<file path="src/rtl/dual_tmr_cnt.sv">
module dual_tmr_cnt (
  input  logic       clk,
  input  logic       rst_n,
  input  logic       bus_we,
  input  logic [2:0] bus_sel,
  input  logic [7:0] bus_wdata,
  output logic [7:0] bus_rdata,
  input  logic       run0,
  input  logic       run1,
  input  logic       gate_in0,
  input  logic       gate_in1,
  input  logic       ext_cnt0,
  input  logic       ext_cnt1,
  output logic       wrap0,
  output logic       wrap1
);

  logic [7:0] tmod, lo0, hi0, lo1, hi1;
  logic       sa0, sb0, sa1, sb1;

  wire wm  = bus_we && bus_sel == 3'd0;
  wire wl0 = bus_we && bus_sel == 3'd1;
  wire wh0 = bus_we && bus_sel == 3'd2;
  wire wl1 = bus_we && bus_sel == 3'd3;
  wire wh1 = bus_we && bus_sel == 3'd4;
  wire wt0 = wl0 || wh0;
  wire wt1 = wl1 || wh1;

  wire split = tmod[1:0] == 2'b11;
  wire en0   = run0 && (!tmod[3] || gate_in0);
  wire en1   = run1 && (!tmod[7] || gate_in1);
  wire fall0 = sb0 && !sa0;
  wire fall1 = sb1 && !sa1;
  wire tk0   = en0 && (!tmod[2] || fall0);
  wire tk1   = en1 && (!tmod[6] || fall1);

  function automatic logic [16:0] step16(input logic [1:0] m, input logic [7:0] h, input logic [7:0] l);
    logic [16:0] r;
    case (m)
      2'd0: begin
        if (l[4:0] == 5'h1f) r = {h == 8'hff, h + 8'd1, l[7:5], 5'd0};
        else                 r = {1'b0, h, l + 8'd1};
      end
      2'd1: r = {1'b0, h, l} + 17'd1;
      2'd2: r = (l == 8'hff) ? {1'b1, h, h} : {1'b0, h, l + 8'd1};
      default: r = {1'b0, h, l};
    endcase
    return r;
  endfunction

  wire [16:0] nx0 = step16(tmod[1:0], hi0, lo0);
  wire [16:0] nx1 = step16(tmod[5:4], hi1, lo1);

  always_ff @(posedge clk or negedge rst_n) begin
    if (!rst_n) begin
      tmod <= 8'h00; lo0 <= 8'h00; hi0 <= 8'h00; lo1 <= 8'h00; hi1 <= 8'h00;
      sa0 <= 1'b0; sb0 <= 1'b0; sa1 <= 1'b0; sb1 <= 1'b0;
      wrap0 <= 1'b0; wrap1 <= 1'b0;
    end else begin
      sa0 <= ext_cnt0; sb0 <= sa0;
      sa1 <= ext_cnt1; sb1 <= sa1;
      wrap0 <= 1'b0;
      wrap1 <= 1'b0;
      if (split) begin
        if (tk0 && !wl0) begin
          lo0   <= lo0 + 8'd1;
          wrap0 <= lo0 == 8'hff;
        end
        if (run1 && !wh0) begin
          hi0   <= hi0 + 8'd1;
          wrap1 <= hi0 == 8'hff;
        end
      end else if (tk0 && !wt0) begin
        {hi0, lo0} <= nx0[15:0];
        wrap0      <= nx0[16];
      end
      if (tk1 && !wt1) begin
        {hi1, lo1} <= nx1[15:0];
        if (!split) wrap1 <= nx1[16];
      end
      if (wm)  tmod <= bus_wdata;
      if (wl0) lo0  <= bus_wdata;
      if (wh0) hi0  <= bus_wdata;
      if (wl1) lo1  <= bus_wdata;
      if (wh1) hi1  <= bus_wdata;
    end
  end

  always_comb begin
    case (bus_sel)
      3'd0:    bus_rdata = tmod;
      3'd1:    bus_rdata = lo0;
      3'd2:    bus_rdata = hi0;
      3'd3:    bus_rdata = lo1;
      3'd4:    bus_rdata = hi1;
      default: bus_rdata = 8'h00;
    endcase
  end


  wr_prio_chk: assert property (@(posedge clk) disable iff (!rst_n)
    (bus_we && bus_sel == 3'd1) |=> lo0 == $past(bus_wdata));


  m1_incr_chk: assert property (@(posedge clk) disable iff (!rst_n)
    (tmod[1:0] == 2'd1 && tk0 && !wt0) |=> {hi0, lo0} == $past({hi0, lo0}) + 16'd1);


  m2_reload_chk: assert property (@(posedge clk) disable iff (!rst_n)
    (tmod[1:0] == 2'd2 && tk0 && lo0 == 8'hff && !wt0) |=> (lo0 == $past(hi0) && wrap0));


  t1_hold_chk: assert property (@(posedge clk) disable iff (!rst_n)
    (tmod[5:4] == 2'b11 && !wt1) |=> $stable({hi1, lo1}));


  idle_hold_chk: assert property (@(posedge clk) disable iff (!rst_n)
    (!run0 && !run1 && !wt0) |=> $stable({hi0, lo0}));


  m0_upper_chk: assert property (@(posedge clk) disable iff (!rst_n)
    (tmod[1:0] == 2'd0 && !wt0) |=> lo0[7:5] == $past(lo0[7:5]));

endmodule

</file>
<file path="config.mk">
export PLATFORM = sky130hd
export DESIGN_NAME = dual_tmr_cnt
export DESIGN_NICKNAME = d
export VERILOG_FILES = /design/src/rtl/dual_tmr_cnt.sv
export SDC_FILE = /design/constraint.sdc
export NUM_CORES = 1
export LEC_CHECK = 0
export BUFFER_PORTS_ARGS = -buffer_cell sky130_fd_sc_hd__buf_2
export CORE_ASPECT_RATIO = 0.7
export CORE_MARGIN = 4
export CORE_UTILIZATION = 40
export CTS_CLUSTER_SIZE = 8
export DETAILED_ROUTE_END_ITERATION = 10
export GPL_ROUTABILITY_DRIVEN = 0
export PLACE_DENSITY = 0.54
export SKIP_LAST_GASP = 1
export SYNTH_ARGS = -nofsm -noshare
export SYNTH_HDL_FRONTEND = slang
export SYNTH_SLANG_ARGS = --single-unit
</file>
<file path="constraint.sdc">
create_clock -name clk -period 5.2 [get_ports clk]
set_clock_uncertainty 0.1 [all_clocks]
set_input_delay 0.52 -clock clk [delete_from_list [all_inputs] [get_ports clk]]
set_output_delay 0.52 -clock clk [all_outputs]
set_load 0.02 [all_outputs]
</file>
==> out/qor.csv <==
stage;metric;value;unit
outcome;run_status;complete, no violations;
floorplanning;num_rows;28;
power;maximum_vdd_drop;0.000161;V
floorplanning;starting_density_of_the_core;0.413;
floorplanning;io_pins;30;
clock_tree;worst_setup_hold_path_clk_slew;0.06;ns
sta;final-setup-viol-count;0;
detailed_routing;drc;0;
clock_tree;clockBufferDepth;2;
synthesis;avgSynthCellArea;8.48;µm²
run;max_cap_violations;0;
sta;timing.max_slew.rel_slack;0.137;
setup_path;endpoint_kind;flop;
global_routing;vias_in_the_first_global_route;3187;
sta;layout_min_cycle_time;2.67;ns
setup_path;critPathTopFamily;compound AO/OA/AOI/OAI gates;
synthesis;mappedNetlistNets;445;
floorplanning;die-width;120;µm
clock_tree;clk_root_buffer_cell;sky130_fd_sc_hd__clkbuf_16;
clock_tree;cts_hold_repair.buffers;0;
power;p_sw_frac;0.444;
floorplanning;die-area;10400;µm²
finish;final_area;3860;µm²
finish;fill_cells;853;
setup_path;crit_required;5.27;ns
synthesis;yosysWarningCount;0;
floorplanning;vertical_die_dimension;86.5;µm
power;internal-power;0.918;mW
power;power_per_cell_area;428;nW/µm²
clock_tree;numClockSinks;46;
finish;fin_cells;549;
finish;drive_above_1_share;0.149;
floorplanning;fp.coreArea;8510;µm²
setup_path;crit_path_start_kind;input port;
power;power.combinational.fraction;0.378;
power;power.switching;0.733;mW
place;place.port_buffers;29;
place;placed_cells_incl_taps;542;
clock_tree;cts_tree;yes;
global_routing;grt_first_pass_wirelength;18700;µm
clock_tree;clock_latency;0.29;ns
sta;setup_repair_after_global_routing_missed_its_margin;no;
setup_path;path_cells;buf_2 > nand4bb_1 > o2111ai_1 > o21ai_1 > nor2_1 > and3_1 > a221o_1;
sta;setup-tns-final;0;ns
sta;final.period_utilization;0.513;
detailed_routing;dr_total_vias;3582;
sta;finalHoldWorstSlack;0.218;ns
finish;fin_util;0.453;
global_routing;grt_util_all_layers;0.236;
sta;achievable-frequency;375;MHz
synthesis;number_of_enable_type_register_cells_in_the_synthesized_netlist;0;
place;dp_hpwl;8740;µm
synthesis;netlist-cell-type-count;72;
detailed_routing;avgViaCountPerCell;6.52;
synthesis;synth_async_sr_flop_share;1.00;
finish;final_cell_mix;57 x sky130_fd_sc_hd__nand2_1, 46 x sky130_fd_sc_hd__dfrtp_1, 29 x sky130_fd_sc_hd__nor2_1, 29 x sky130_fd_sc_hd__buf_2, 22 x sky130_fd_sc_hd__a22oi_1;
global_routing;initial_antenna_violation_count;0;
synthesis;netlist_instances;415;
power;clockPowerShare;0.191;
synthesis;syn_area;3520;µm²
detailed_routing;first_iter_violations;487;
setup_path;worstPathArrival;2.74;ns
clock_tree;postCtsSetupBuffers;0;
setup_path;timing_worst_setup_path_type;input port to flop;
power;power_leakage;1.54;nW
finish;most_common_cell_after_layout_fill_and_taps_aside;sky130_fd_sc_hd__nand2_1;
finish;diodes;0;
hold_path;min-delay-path-class;input port to asynchronous set/reset pin;
clock_tree;clock_buffer_count_from_cts;5;
detailed_routing;finalWirelength;12100;µm
finish;area_delta_synth_final;9.67;%
setup_path;critical_path.max_stage_delay;0.45;ns
place;dpl-instance-area;3720;µm²
detailed_routing;route.detailed.wl_per_inst;22.0;µm
setup_path;critical_path.slowest_cell;sky130_fd_sc_hd__nand4bb_1;
sta;final_max_slew_viol_count;0;
clock_tree;post_cts_resize_count;0;
power;power.share.sequential;0.432;
finish;finish.net_count;459;
setup_path;worst-path-max-fanout;26;
synthesis;ys_ff_latch;46;
sta;max_slew.worst_pin.slew;1.29;ns
detailed_routing;drtPass1Iterations;5;
setup_path;crit_buf_inv;1;
synthesis;ys_dominant_reg_cell;sky130_fd_sc_hd__dfrtp_1;
clock_tree;h-tree-depth;2;
synthesis;synth-seq-area-share;0.327;
detailed_routing;antenna_left;0;
global_routing;grt_max_degree;47;
sta;finalHoldViolCount;0;
global_routing;grt_overflow;0;
## final cells by class
| cell class | instances | area (µm²) | share of cell area |
|---|---|---|---|
| multi-input cells | 335 | 2230 | 0.577 |
| flip-flops and latches | 46 | 1150 | 0.298 |
| repair buffers | 30 | 153 | 0.0395 |
| well taps | 120 | 150 | 0.0389 |
| clock buffers | 6 | 129 | 0.0334 |
| inverters | 11 | 41.3 | 0.0107 |
| clock inverters | 1 | 7.51 | 0.00194 |
## worst register-to-register path, stage by stage, from the launching register on
cell                       delay, ns
sky130_fd_sc_hd__dfrtp_1        0.44
sky130_fd_sc_hd__ha_1           0.29
sky130_fd_sc_hd__nand3_1        0.19
sky130_fd_sc_hd__nor4_2         0.89
sky130_fd_sc_hd__nor3_1         0.17
sky130_fd_sc_hd__o21ai_0        0.21
sky130_fd_sc_hd__o211ai_1       0.11
sky130_fd_sc_hd__o21a_1         0.14
## per-layer routing
| metal | global-route usage | vias up | share of wire |
|---|---|---|---|
| met2 | 0.300 | 221 | 0.38 |
| li1 | - | 1610 | - |
| met3 | 0.0587 | 20 | 0.10 |
| met1 | 0.384 | 1731 | 0.50 |
| met5 | 0 | - | 0 |
| met4 | 0.0572 | 0 | 0.017 |
## per-stage QoR
step           power [mW]  setup WS [ns]
3_3_place_gp         1.32           2.48
4_1_cts              1.64           2.64
2_1_floorplan        1.09           2.93
6_report             1.65           2.53
3_5_place_dp         1.31           2.35
5_1_grt              1.75           2.41
## path summary, 6_finish.rpt
kind                                     from                  to  slack (ns)  depth (start not counted)
max reg2reg                lo0[1]$_DFFE_PN0P_  lo0[3]$_DFFE_PN0P_        2.56                          7
max                                bus_sel[1]  hi0[4]$_DFFE_PN0P_        2.53                          7
min reg2reg                     sa1$_DFF_PN0_       sb1$_DFF_PN0_        0.27                          0
max in group asynchronous               rst_n     wrap0$_DFF_PN0_        4.34                          2
min in group clk                     ext_cnt1       sa1$_DFF_PN0_        0.23                          1
min                                     rst_n  hi1[5]$_DFFE_PN0P_        0.22                          2
## kinds of logic after synthesis
logic type / Yosys count / share of synthesized area
simple gates: 164 / 0.245
compound gates: 135 / 0.278
flops: 46 / 0.327
buf+inv: 34 / 0.0416
mux: 14 / 0.0437
xor+xnor: 12 / 0.0299
fa+ha+maj: 10 / 0.0355
## power groups by stage
stage / Clock, mW / Sequential [mW] / Combinational (mW)
2_1_floorplan: 0 / 0.593 / 0.496
3_3_place_gp: 0 / 0.712 / 0.604
3_5_place_dp: 0 / 0.707 / 0.607
4_1_cts: 0.325 / 0.700 / 0.611
5_1_grt: 0.336 / 0.724 / 0.693
6_report: 0.315 / 0.713 / 0.624
## flip-flops by register name, summed over array words and instances (netlist names), 8 cells and up
signal	count
hi1	8
tmod	8
lo1	8
lo0	8
hi0	8
## synthesized netlist by cell type (2+ instances only)
cell	n	share of area
sky130_fd_sc_hd__o21a_1	3	0.0064
sky130_fd_sc_hd__o2111ai_1	5	0.012
sky130_fd_sc_hd__a221o_1	3	0.0085
sky130_fd_sc_hd__and4_1	2	0.0050
sky130_fd_sc_hd__and3_1	7	0.012
sky130_fd_sc_hd__ha_1	10	0.036
sky130_fd_sc_hd__o311ai_0	2	0.0050
sky130_fd_sc_hd__clkbuf_1	15	0.016
sky130_fd_sc_hd__a31oi_1	7	0.012
sky130_fd_sc_hd__mux2_2	11	0.035
sky130_fd_sc_hd__or3_1	2	0.0036
sky130_fd_sc_hd__nand4bb_1	2	0.0064
sky130_fd_sc_hd__o22ai_1	9	0.016
sky130_fd_sc_hd__nand2b_1	5	0.0089
sky130_fd_sc_hd__xnor2_1	3	0.0075
sky130_fd_sc_hd__nor2b_1	7	0.012
sky130_fd_sc_hd__nand2_1	57	0.061
sky130_fd_sc_hd__nor3_1	7	0.010
sky130_fd_sc_hd__xor2_1	9	0.022
sky130_fd_sc_hd__mux2i_1	3	0.0085
sky130_fd_sc_hd__a22oi_1	22	0.047
sky130_fd_sc_hd__or2_2	2	0.0036
sky130_fd_sc_hd__o21ai_1	4	0.0057
sky130_fd_sc_hd__o221ai_1	4	0.010
sky130_fd_sc_hd__nand4_1	7	0.012
sky130_fd_sc_hd__o221a_2	3	0.0096
sky130_fd_sc_hd__o21ai_0	20	0.028
sky130_fd_sc_hd__and2_0	2	0.0036
sky130_fd_sc_hd__buf_2	5	0.0071
sky130_fd_sc_hd__nor2_1	29	0.031
sky130_fd_sc_hd__a211oi_1	2	0.0043
sky130_fd_sc_hd__nand3_1	17	0.024
sky130_fd_sc_hd__o31ai_1	6	0.013
sky130_fd_sc_hd__dfrtp_1	46	0.33
sky130_fd_sc_hd__inv_1	11	0.012
sky130_fd_sc_hd__a211o_1	3	0.0075
sky130_fd_sc_hd__a21oi_1	19	0.027
sky130_fd_sc_hd__o211ai_1	5	0.011
sky130_fd_sc_hd__a222oi_1	3	0.0085
sky130_fd_sc_hd__and2_1	4	0.0071
Power figures use the tool's default switching activity.
